[src/rtl/imc_pkg.sv]
package imc_pkg;
    localparam int NUM_CPU  = 4;
    localparam int DATA_W   = 64;
    localparam int ID_W     = $clog2(NUM_CPU);
    localparam int TMR_LSB  = 4;
    localparam int IPI_LSB  = 8;
    localparam int REQ_LSB  = 12;
    localparam int WON_LSB  = 16;
    localparam int TRY_LSB  = 20;
    localparam int ACL_BIT  = 24;
    localparam int GEN_LSB  = 40;
    localparam int GEN_W    = 4;
    localparam int ARB_W    = 4;

    typedef enum logic {
        ARB_OPEN    = 1'b0,
        ARB_CLAIMED = 1'b1
    } arb_state_e;
endpackage

[src/rtl/imc_flag_bank.sv]
module imc_flag_bank
    import imc_pkg::*;
#(
    parameter int NCPU = NUM_CPU
) (
    input  logic            clk,
    input  logic            rst,
    input  logic            wr_en,
    input  logic [NCPU-1:0] tmr_clr,
    input  logic [NCPU-1:0] ipi_clr,
    input  logic [NCPU-1:0] ipi_req,
    input  logic [NCPU-1:0] tmr_set,
    output logic [NCPU-1:0] tmr_q,
    output logic [NCPU-1:0] ipi_q
);
    for (genvar g = 0; g < NCPU; g++) begin : g_cpu
        // Timer flag: hardware set beats software clear
        always_ff @(posedge clk) begin
            if (rst)
                tmr_q[g] <= 1'b0;
            else if (tmr_set[g])
                tmr_q[g] <= 1'b1;
            else if (wr_en && tmr_clr[g])
                tmr_q[g] <= 1'b0;
        end

        // Interprocessor flag: request beats clear
        always_ff @(posedge clk) begin
            if (rst)
                ipi_q[g] <= 1'b0;
            else if (wr_en) begin
                if (ipi_req[g])
                    ipi_q[g] <= 1'b1;
                else if (ipi_clr[g])
                    ipi_q[g] <= 1'b0;
            end
        end

        a_r4_pulse_sets_flag: assert property (@(posedge clk) disable iff (rst)
            tmr_set[g] |=> tmr_q[g]);
        a_r3_no_clear_without_write: assert property (@(posedge clk) disable iff (rst)
            !wr_en |=> !$fell(tmr_q[g]));
        a_r6_request_sets_flag: assert property (@(posedge clk) disable iff (rst)
            (wr_en && ipi_req[g]) |=> ipi_q[g]);
        a_r5_ipi_idle_hold: assert property (@(posedge clk) disable iff (rst)
            !wr_en |=> $stable(ipi_q[g]));
    end
endmodule

[src/rtl/imc_arb_track.sv]
module imc_arb_track
    import imc_pkg::*;
#(
    parameter int W = ARB_W
) (
    input  logic         clk,
    input  logic         rst,
    input  logic         wr_en,
    input  logic         acl,
    input  logic [W-1:0] try_wr,
    input  logic [W-1:0] won_wr,
    output logic [W-1:0] try_q,
    output logic [W-1:0] won_q
);
    arb_state_e state_q, state_d;

    always_ff @(posedge clk) begin
        if (rst)
            state_q <= ARB_OPEN;
        else
            state_q <= state_d;
    end

    always_comb begin
        state_d = state_q;
        unique case (state_q)
            ARB_OPEN:    if (wr_en && !acl && (won_wr != '0)) state_d = ARB_CLAIMED;
            ARB_CLAIMED: if (wr_en && acl)                    state_d = ARB_OPEN;
            default:     state_d = ARB_OPEN;
        endcase
    end

    always_ff @(posedge clk) begin
        if (rst) begin
            try_q <= '0;
            won_q <= '0;
        end else if (wr_en) begin
            if (acl) begin
                try_q <= '0;
                won_q <= '0;
            end else begin
                try_q <= try_q | try_wr;
                if (state_q == ARB_OPEN)
                    won_q <= won_q | won_wr;
            end
        end
    end

    a_r8_state_tracks_won: assert property (@(posedge clk) disable iff (rst)
        (state_q == ARB_CLAIMED) == (won_q != '0));
    a_r8_won_frozen: assert property (@(posedge clk) disable iff (rst)
        (state_q == ARB_CLAIMED && !(wr_en && acl)) |=> $stable(won_q));
    a_r9_clear_empties: assert property (@(posedge clk) disable iff (rst)
        (wr_en && acl) |=> (try_q == '0 && won_q == '0));
    a_r7_try_sticky: assert property (@(posedge clk) disable iff (rst)
        !(wr_en && acl) |=> ((try_q & $past(try_q)) == $past(try_q)));
endmodule

[src/rtl/imc_misc_reg.sv]
module imc_misc_reg
    import imc_pkg::*;
(
    input  logic              clk,
    input  logic              rst,
    input  logic              wr_en,
    input  logic [DATA_W-1:0] wr_data,
    input  logic [ID_W-1:0]   rd_cpu,
    input  logic [NUM_CPU-1:0] tmr_pulse,
    output logic [DATA_W-1:0] rd_data,
    output logic [NUM_CPU-1:0] ipi_irq,
    output logic [NUM_CPU-1:0] tmr_irq
);
    logic [NUM_CPU-1:0] tmr_q, ipi_q;
    logic [ARB_W-1:0]   try_q, won_q;
    logic [GEN_W-1:0]   gen_q;

    imc_flag_bank #(.NCPU(NUM_CPU)) u_flags (
        .clk     (clk),
        .rst     (rst),
        .wr_en   (wr_en),
        .tmr_clr (wr_data[TMR_LSB +: NUM_CPU]),
        .ipi_clr (wr_data[IPI_LSB +: NUM_CPU]),
        .ipi_req (wr_data[REQ_LSB +: NUM_CPU]),
        .tmr_set (tmr_pulse),
        .tmr_q   (tmr_q),
        .ipi_q   (ipi_q)
    );

    imc_arb_track #(.W(ARB_W)) u_arb (
        .clk    (clk),
        .rst    (rst),
        .wr_en  (wr_en),
        .acl    (wr_data[ACL_BIT]),
        .try_wr (wr_data[TRY_LSB +: ARB_W]),
        .won_wr (wr_data[WON_LSB +: ARB_W]),
        .try_q  (try_q),
        .won_q  (won_q)
    );

    always_ff @(posedge clk) begin
        if (rst)
            gen_q <= '0;
        else if (wr_en)
            gen_q <= wr_data[GEN_LSB +: GEN_W];
    end

    always_comb begin
        rd_data = '0;
        rd_data[ID_W-1:0]             = rd_cpu;
        rd_data[TMR_LSB +: NUM_CPU]   = tmr_q;
        rd_data[IPI_LSB +: NUM_CPU]   = ipi_q;
        rd_data[WON_LSB +: ARB_W]     = won_q;
        rd_data[TRY_LSB +: ARB_W]     = try_q;
        rd_data[GEN_LSB +: GEN_W]     = gen_q;
    end

    assign ipi_irq = ipi_q;
    assign tmr_irq = tmr_q;

    a_r10_gen_follows_write: assert property (@(posedge clk) disable iff (rst)
        wr_en |=> (rd_data[GEN_LSB +: GEN_W] == $past(wr_data[GEN_LSB +: GEN_W])));
    a_r11_ipi_line_matches: assert property (@(posedge clk) disable iff (rst)
        ipi_irq == rd_data[IPI_LSB +: NUM_CPU]);
    a_r11_tmr_line_matches: assert property (@(posedge clk) disable iff (rst)
        tmr_irq == rd_data[TMR_LSB +: NUM_CPU]);
endmodule

[config.mk]
export PLATFORM = sky130hd
export DESIGN_NAME = imc_misc_reg
export DESIGN_NICKNAME = d
export VERILOG_FILES = /design/src/rtl/imc_pkg.sv /design/src/rtl/imc_flag_bank.sv /design/src/rtl/imc_arb_track.sv /design/src/rtl/imc_misc_reg.sv
export SDC_FILE = /design/constraint.sdc
export NUM_CORES = 1
export LEC_CHECK = 0
export CORE_MARGIN = 10
export CORE_UTILIZATION = 55
export DETAILED_ROUTE_END_ITERATION = 8
export DONT_BUFFER_PORTS = 1
export PLACE_DENSITY = 0.73
export RECOVER_POWER = 50
export SLEW_MARGIN = 40
export SYNTH_ARGS = -nofsm -noshare
export SYNTH_HDL_FRONTEND = slang
export SYNTH_SLANG_ARGS = --single-unit
[constraint.sdc]
create_clock -name clk -period 0.8 [get_ports clk]
set_input_delay 0.04 -clock clk [delete_from_list [all_inputs] [get_ports clk]]
set_output_delay 0.04 -clock clk [all_outputs]
set_load 0.005 [all_outputs]
Word-level counts from Yosys, hierarchy flattened
Index checks and enable logic that the tools add are counted.
- reduce and logical (&&, ||, !) cells: 22
- bitwise operators: 3
- mux-type cells: 22
- equal/unequal tests: 1
- operators by type and width (cell ; number):
    $mux W1 ; 18
    $reduce_bool A2 Y1 ; 8
    $mux W4 ; 3
    $reduce_and A2 Y1 ; 5
    $or A4 B4 Y4 ; 2
    $logic_and A1 B1 Y1 ; 7
    $reduce_bool A4 Y1 ; 1
    $ne A2 B2 Y1 const B ; 1
    $pmux W1 S2 ; 1
    $logic_not A1 Y1 ; 1
    $not A1 Y1 ; 1
- word-level logic and storage cells: 60
- output and inout port bits: 72
- flip-flop bits (word level): 21

Longest topological paths before layout
- depth after elaboration: 5
- depth in mapped cells: 4

Cells and area by module
From an unflattened synthesis, not the netlist that was laid out.
- cell total of the unflattened synthesis: 135
- area, all modules: 1191.1 um^2
- modules (own cells, without submodules) (module ; cells each ; instances ; area each (um^2)):
    imc_misc_reg ; 66 ; 1 ; 534.3
    imc_flag_bank ; 34 ; 1 ; 329.1
    imc_arb_track ; 35 ; 1 ; 327.8

Worst setup path after synthesis
Ideal clock, no wire load.
- path type: reg2reg
- start: reg, netlist name u_flags.tmr_q[0]
- end: reg u_flags.tmr_q[0]
- period minus slack after synthesis: 719 ps
- arrival time: 604 ps
- library setup time: 115 ps
- data required time: 685 ps
- path slack: 81 ps
- stages on the path, launching flop included: 3
- cells stage by stage: dfxtp_1 a21boi_0 o21ba_2
- RTL lines (what ; line ; RTL):
    end signal, assigned by index ; imc_flag_bank.sv:20 ; tmr_q[g] <= 1'b0;
    end signal, assigned by index ; imc_flag_bank.sv:22 ; tmr_q[g] <= 1'b1;
    end signal, assigned by index ; imc_flag_bank.sv:24 ; tmr_q[g] <= 1'b0;
    end, declared ; imc_flag_bank.sv:13 ; output logic [NCPU-1:0] tmr_q,

Worst setup path after layout
- start: reg u_flags.ipi_q[1]
- end: out ipi_irq[1]
- RTL lines (what ; line ; RTL):
    start, declared ; imc_flag_bank.sv:14 ; output logic [NCPU-1:0] ipi_q
    start signal, assigned by index ; imc_flag_bank.sv:30 ; ipi_q[g] <= 1'b0;
    start signal, assigned by index ; imc_flag_bank.sv:33 ; ipi_q[g] <= 1'b1;
    start signal, assigned by index ; imc_flag_bank.sv:35 ; ipi_q[g] <= 1'b0;
    end, declared ; imc_misc_reg.sv:11 ; output logic [NUM_CPU-1:0] ipi_irq,
No word-level cell between the ends.

==> impl_metrics.ini <==
[floorplanning]
die_extent_in_y_um = 66.7
design.die.area_um2 = 4440
horizontal_extent_of_the_die_um = 66.7
starting_density_of_the_core = 0.592
rows = 16
floorplan.core_area_um2 = 2020
top_level_ports = 145

[critical_path]
timing.critical_path.required_ns = 0.76
cell_type_group_with_the_largest_total_delay_on_the_critical_path = flip-flops
worst-setup-path-type = reg -> out
critical-path-max-stage-delay_ns = 0.34
cp_cell_sequence = buf_6
r2r_cells = 2
worstSetupStartpointType = register
timing.critical_path.depth = 1
timing.critical_path.to_type = output port
cpMaxStageDelayCell = sky130_fd_sc_hd__dfxtp_2
worst-endpoint-arrival_ns = 0.74
path_max_fanout = 2
path_buf_inv = 1

[layout]
layout_common_cells = 42 x sky130_fd_sc_hd__conb_1, 13 x sky130_fd_sc_hd__dfxtp_1, 10 x sky130_fd_sc_hd__a21oi_1, 9 x sky130_fd_sc_hd__dlygate4sd3_1
total_area_of_multi_input_combinational_cells_um2 = 483
final_common_cell = sky130_fd_sc_hd__conb_1
seqCellArea_um2 = 430
nets = 210
layout-drive-gt1-share = 0.213
synthToLayoutAreaGrowth_pct = -1.98
fillerInstances = 176
antenna-diode-count = 0
post-route-util = 0.580

[global_route]
maximum_number_of_pins_on_one_net_before_global_route_repair = 27
gr-total-overflow = 0
first_global_vias = 787
antenna_found_initial = 0
grt.total_usage = 0.115
global_route_wire_length_before_repair_um = 4000

[clocking]
cts_made_buffers = 3
cts.repair_timing.setup_buffer_count = 0
cts_root_buf = sky130_fd_sc_hd__clkbuf_4
clock_tree.htree_level_count = 1
cts.clk_slew.worst_paths_ns = 0.11
clk-insertion-delay-late_ns = 0.29
max_clock_buf_depth = 2
number_of_hold_buffers_added_after_cts = 9
tritoncts = yes
clkSinkCount = 21

[power]
cell_internal_pwr_w = 0.00146
power_per_cell_area_nw_per_um2 = 1650
power.share.clock = 0.248
combinationalPowerShare = 0.152
power.net_switching_w = 0.000486
switching_share = 0.251
finalPower_w = 0.00194
max-vdd-ir-drop_mv = 1.27
power_leakage_nw = 0.544
power_frac_seq = 0.600

[detailed_routing]
route.vias.total = 730
antenna_violating_nets_post_route = 0
drt_first_pass_iters = 4
vias_per_cell = 4.48
routed_wl_um = 2860
avgRoutedWirePerCell_um = 17.6
drt_first_iter_violations = 12
post-route-drc-count = 0

[logic_synthesis]
synthesis.yosys.warnings = 0
postSynthAreaPerCell_um2 = 9.14
ys_seq_elements = 21
yosys.area.top_type = sky130_fd_sc_hd__dfxtp_1
synth.distinct_cells = 18
yosys-top-cells-area = sky130_fd_sc_hd__dfxtp_1 35%, sky130_fd_sc_hd__buf_4 33%, sky130_fd_sc_hd__a21oi_1 4.2%, sky130_fd_sc_hd__mux2i_1 3.3%, sky130_fd_sc_hd__o21ba_2 3.3%
synth_top_area_share = 0.351
syn-cell-area_um2 = 1200
synth.yosys.seq_area_share = 0.351
syn_inst = 131

[sta]
layout_min_cycle_time_ns = 0.782
setup_tns_ns = 0
timing.final.hold_violations = 21
grt_setup_unrepaired = true
finalSetupViolCount = 0
finalHoldWorstSlack_ns = -0.212
clock-skew-final_ns = 0.000462
slew_violations = 0
timing.final.crit_share = 0.978
fmax_ghz = 1.28

[min_path]
hold_depth = 1
holdCritPathClass = in -> reg

[place]
hpwl_um = 2240
routabilityCongestion = 0.687
io_buffer_count = 0

[outcome]
run_status = complete, but fails checks
violations = hold timing

[job]
maxcap_violations = 0
==> metal layers <==
| metal | track usage | up-vias | share of wire |
|---|---|---|---|
| met5 | 0 | - | 0 |
| met4 | 0.0445 | 0 | 0.015 |
| met3 | 0.0870 | 6 | 0.21 |
| met2 | 0.210 | 66 | 0.49 |
| met1 | 0.0902 | 321 | 0.29 |
| li1 | - | 337 | - |
==> what timing repair did <==
item	CTS	global route
pin swaps	0	0
gates resized for setup	16	2
endpoints found under the setup margin	16	18
endpoints found under the hold margin	21	21
==> registers in the layout, summed over array words and instances, names as in the netlist <==
signal	flops
gen_q	4
u_arb.state_q	1
u_arb.try_q	4
u_arb.won_q	4
u_flags.ipi_q	4
u_flags.tmr_q	4
==> worst paths after layout <==
path	start	endpoint	slack [ns]
worst max-delay path	u_flags.ipi_q[1]	ipi_irq[1]	0.02
worst min register to register	u_arb.won_q[3]	u_arb.won_q[3]	0.48
worst min-delay path	rst	u_flags.ipi_q[2]	-0.21
worst max register to register	u_flags.tmr_q[0]	u_flags.tmr_q[0]	0.05
==> stage by stage <==
stage / cells / hold slack [ns] / area [um2] / setup slack [ns]
6_report: 163 / -0.212 / 1170 / 0.0176
3_3_place_gp: 150 / 0.0802 / 1010 / 0.100
3_5_place_dp: 150 / 0.0802 / 1010 / 0.0756
5_1_grt: 163 / -0.241 / 1170 / -0.0264
2_1_floorplan: 172 / 0.161 / 1350 / 0.0813
4_1_cts: 163 / -0.229 / 1170 / -0.00212
==> synthesized netlist by cell type <==
| master | instances |
|---|---|
| sky130_fd_sc_hd__o41ai_1 | 1 |
| sky130_fd_sc_hd__nand2_1 | 4 |
| sky130_fd_sc_hd__buf_6 | 3 |
| sky130_fd_sc_hd__nor2_1 | 8 |
| sky130_fd_sc_hd__o21ba_2 | 4 |
| sky130_fd_sc_hd__inv_1 | 5 |
| sky130_fd_sc_hd__a21boi_0 | 4 |
| sky130_fd_sc_hd__dfxtp_1 | 21 |
| sky130_fd_sc_hd__buf_4 | 53 |
| sky130_fd_sc_hd__mux2i_1 | 4 |
| sky130_fd_sc_hd__a21oi_2 | 3 |
| sky130_fd_sc_hd__a21o_1 | 1 |
| sky130_fd_sc_hd__nand3b_1 | 4 |
| sky130_fd_sc_hd__a21bo_2 | 1 |
| sky130_fd_sc_hd__a21oi_1 | 10 |
| sky130_fd_sc_hd__a21bo_1 | 3 |
| sky130_fd_sc_hd__conb_1 | 1 |
| sky130_fd_sc_hd__buf_2 | 1 |
==> power by group through the flow <==
stage          combinational [W]  clock, W  sequential, W
2_1_floorplan           0.000393         0        0.00118
3_3_place_gp            0.000219         0        0.00118
3_5_place_dp            0.000227         0        0.00118
4_1_cts                 0.000279  0.000514        0.00117
5_1_grt                 0.000335  0.000561        0.00117
6_report                0.000295  0.000482        0.00116
==> area by class of cell <==
class                      count  share of cell area
multi-input combinational     89               0.412
sequential                    21               0.367
timing repair buffer          17               0.154
tap                           27              0.0288
clock buffer                   3              0.0192
inverter                       5              0.0160
clock inverter                 1             0.00426
==> cell families after synthesis <==
family / count (synthesis) / synth area share
muxes: 4 / 0.0334
and+or+nand+nor: 16 / 0.0627
AOI/OAI and AO/OA: 27 / 0.169
other: 1 / 0.00313
buffers and inverters: 62 / 0.380
DFF: 21 / 0.351
No activity file was read; power rests on OpenSTA's default activity.
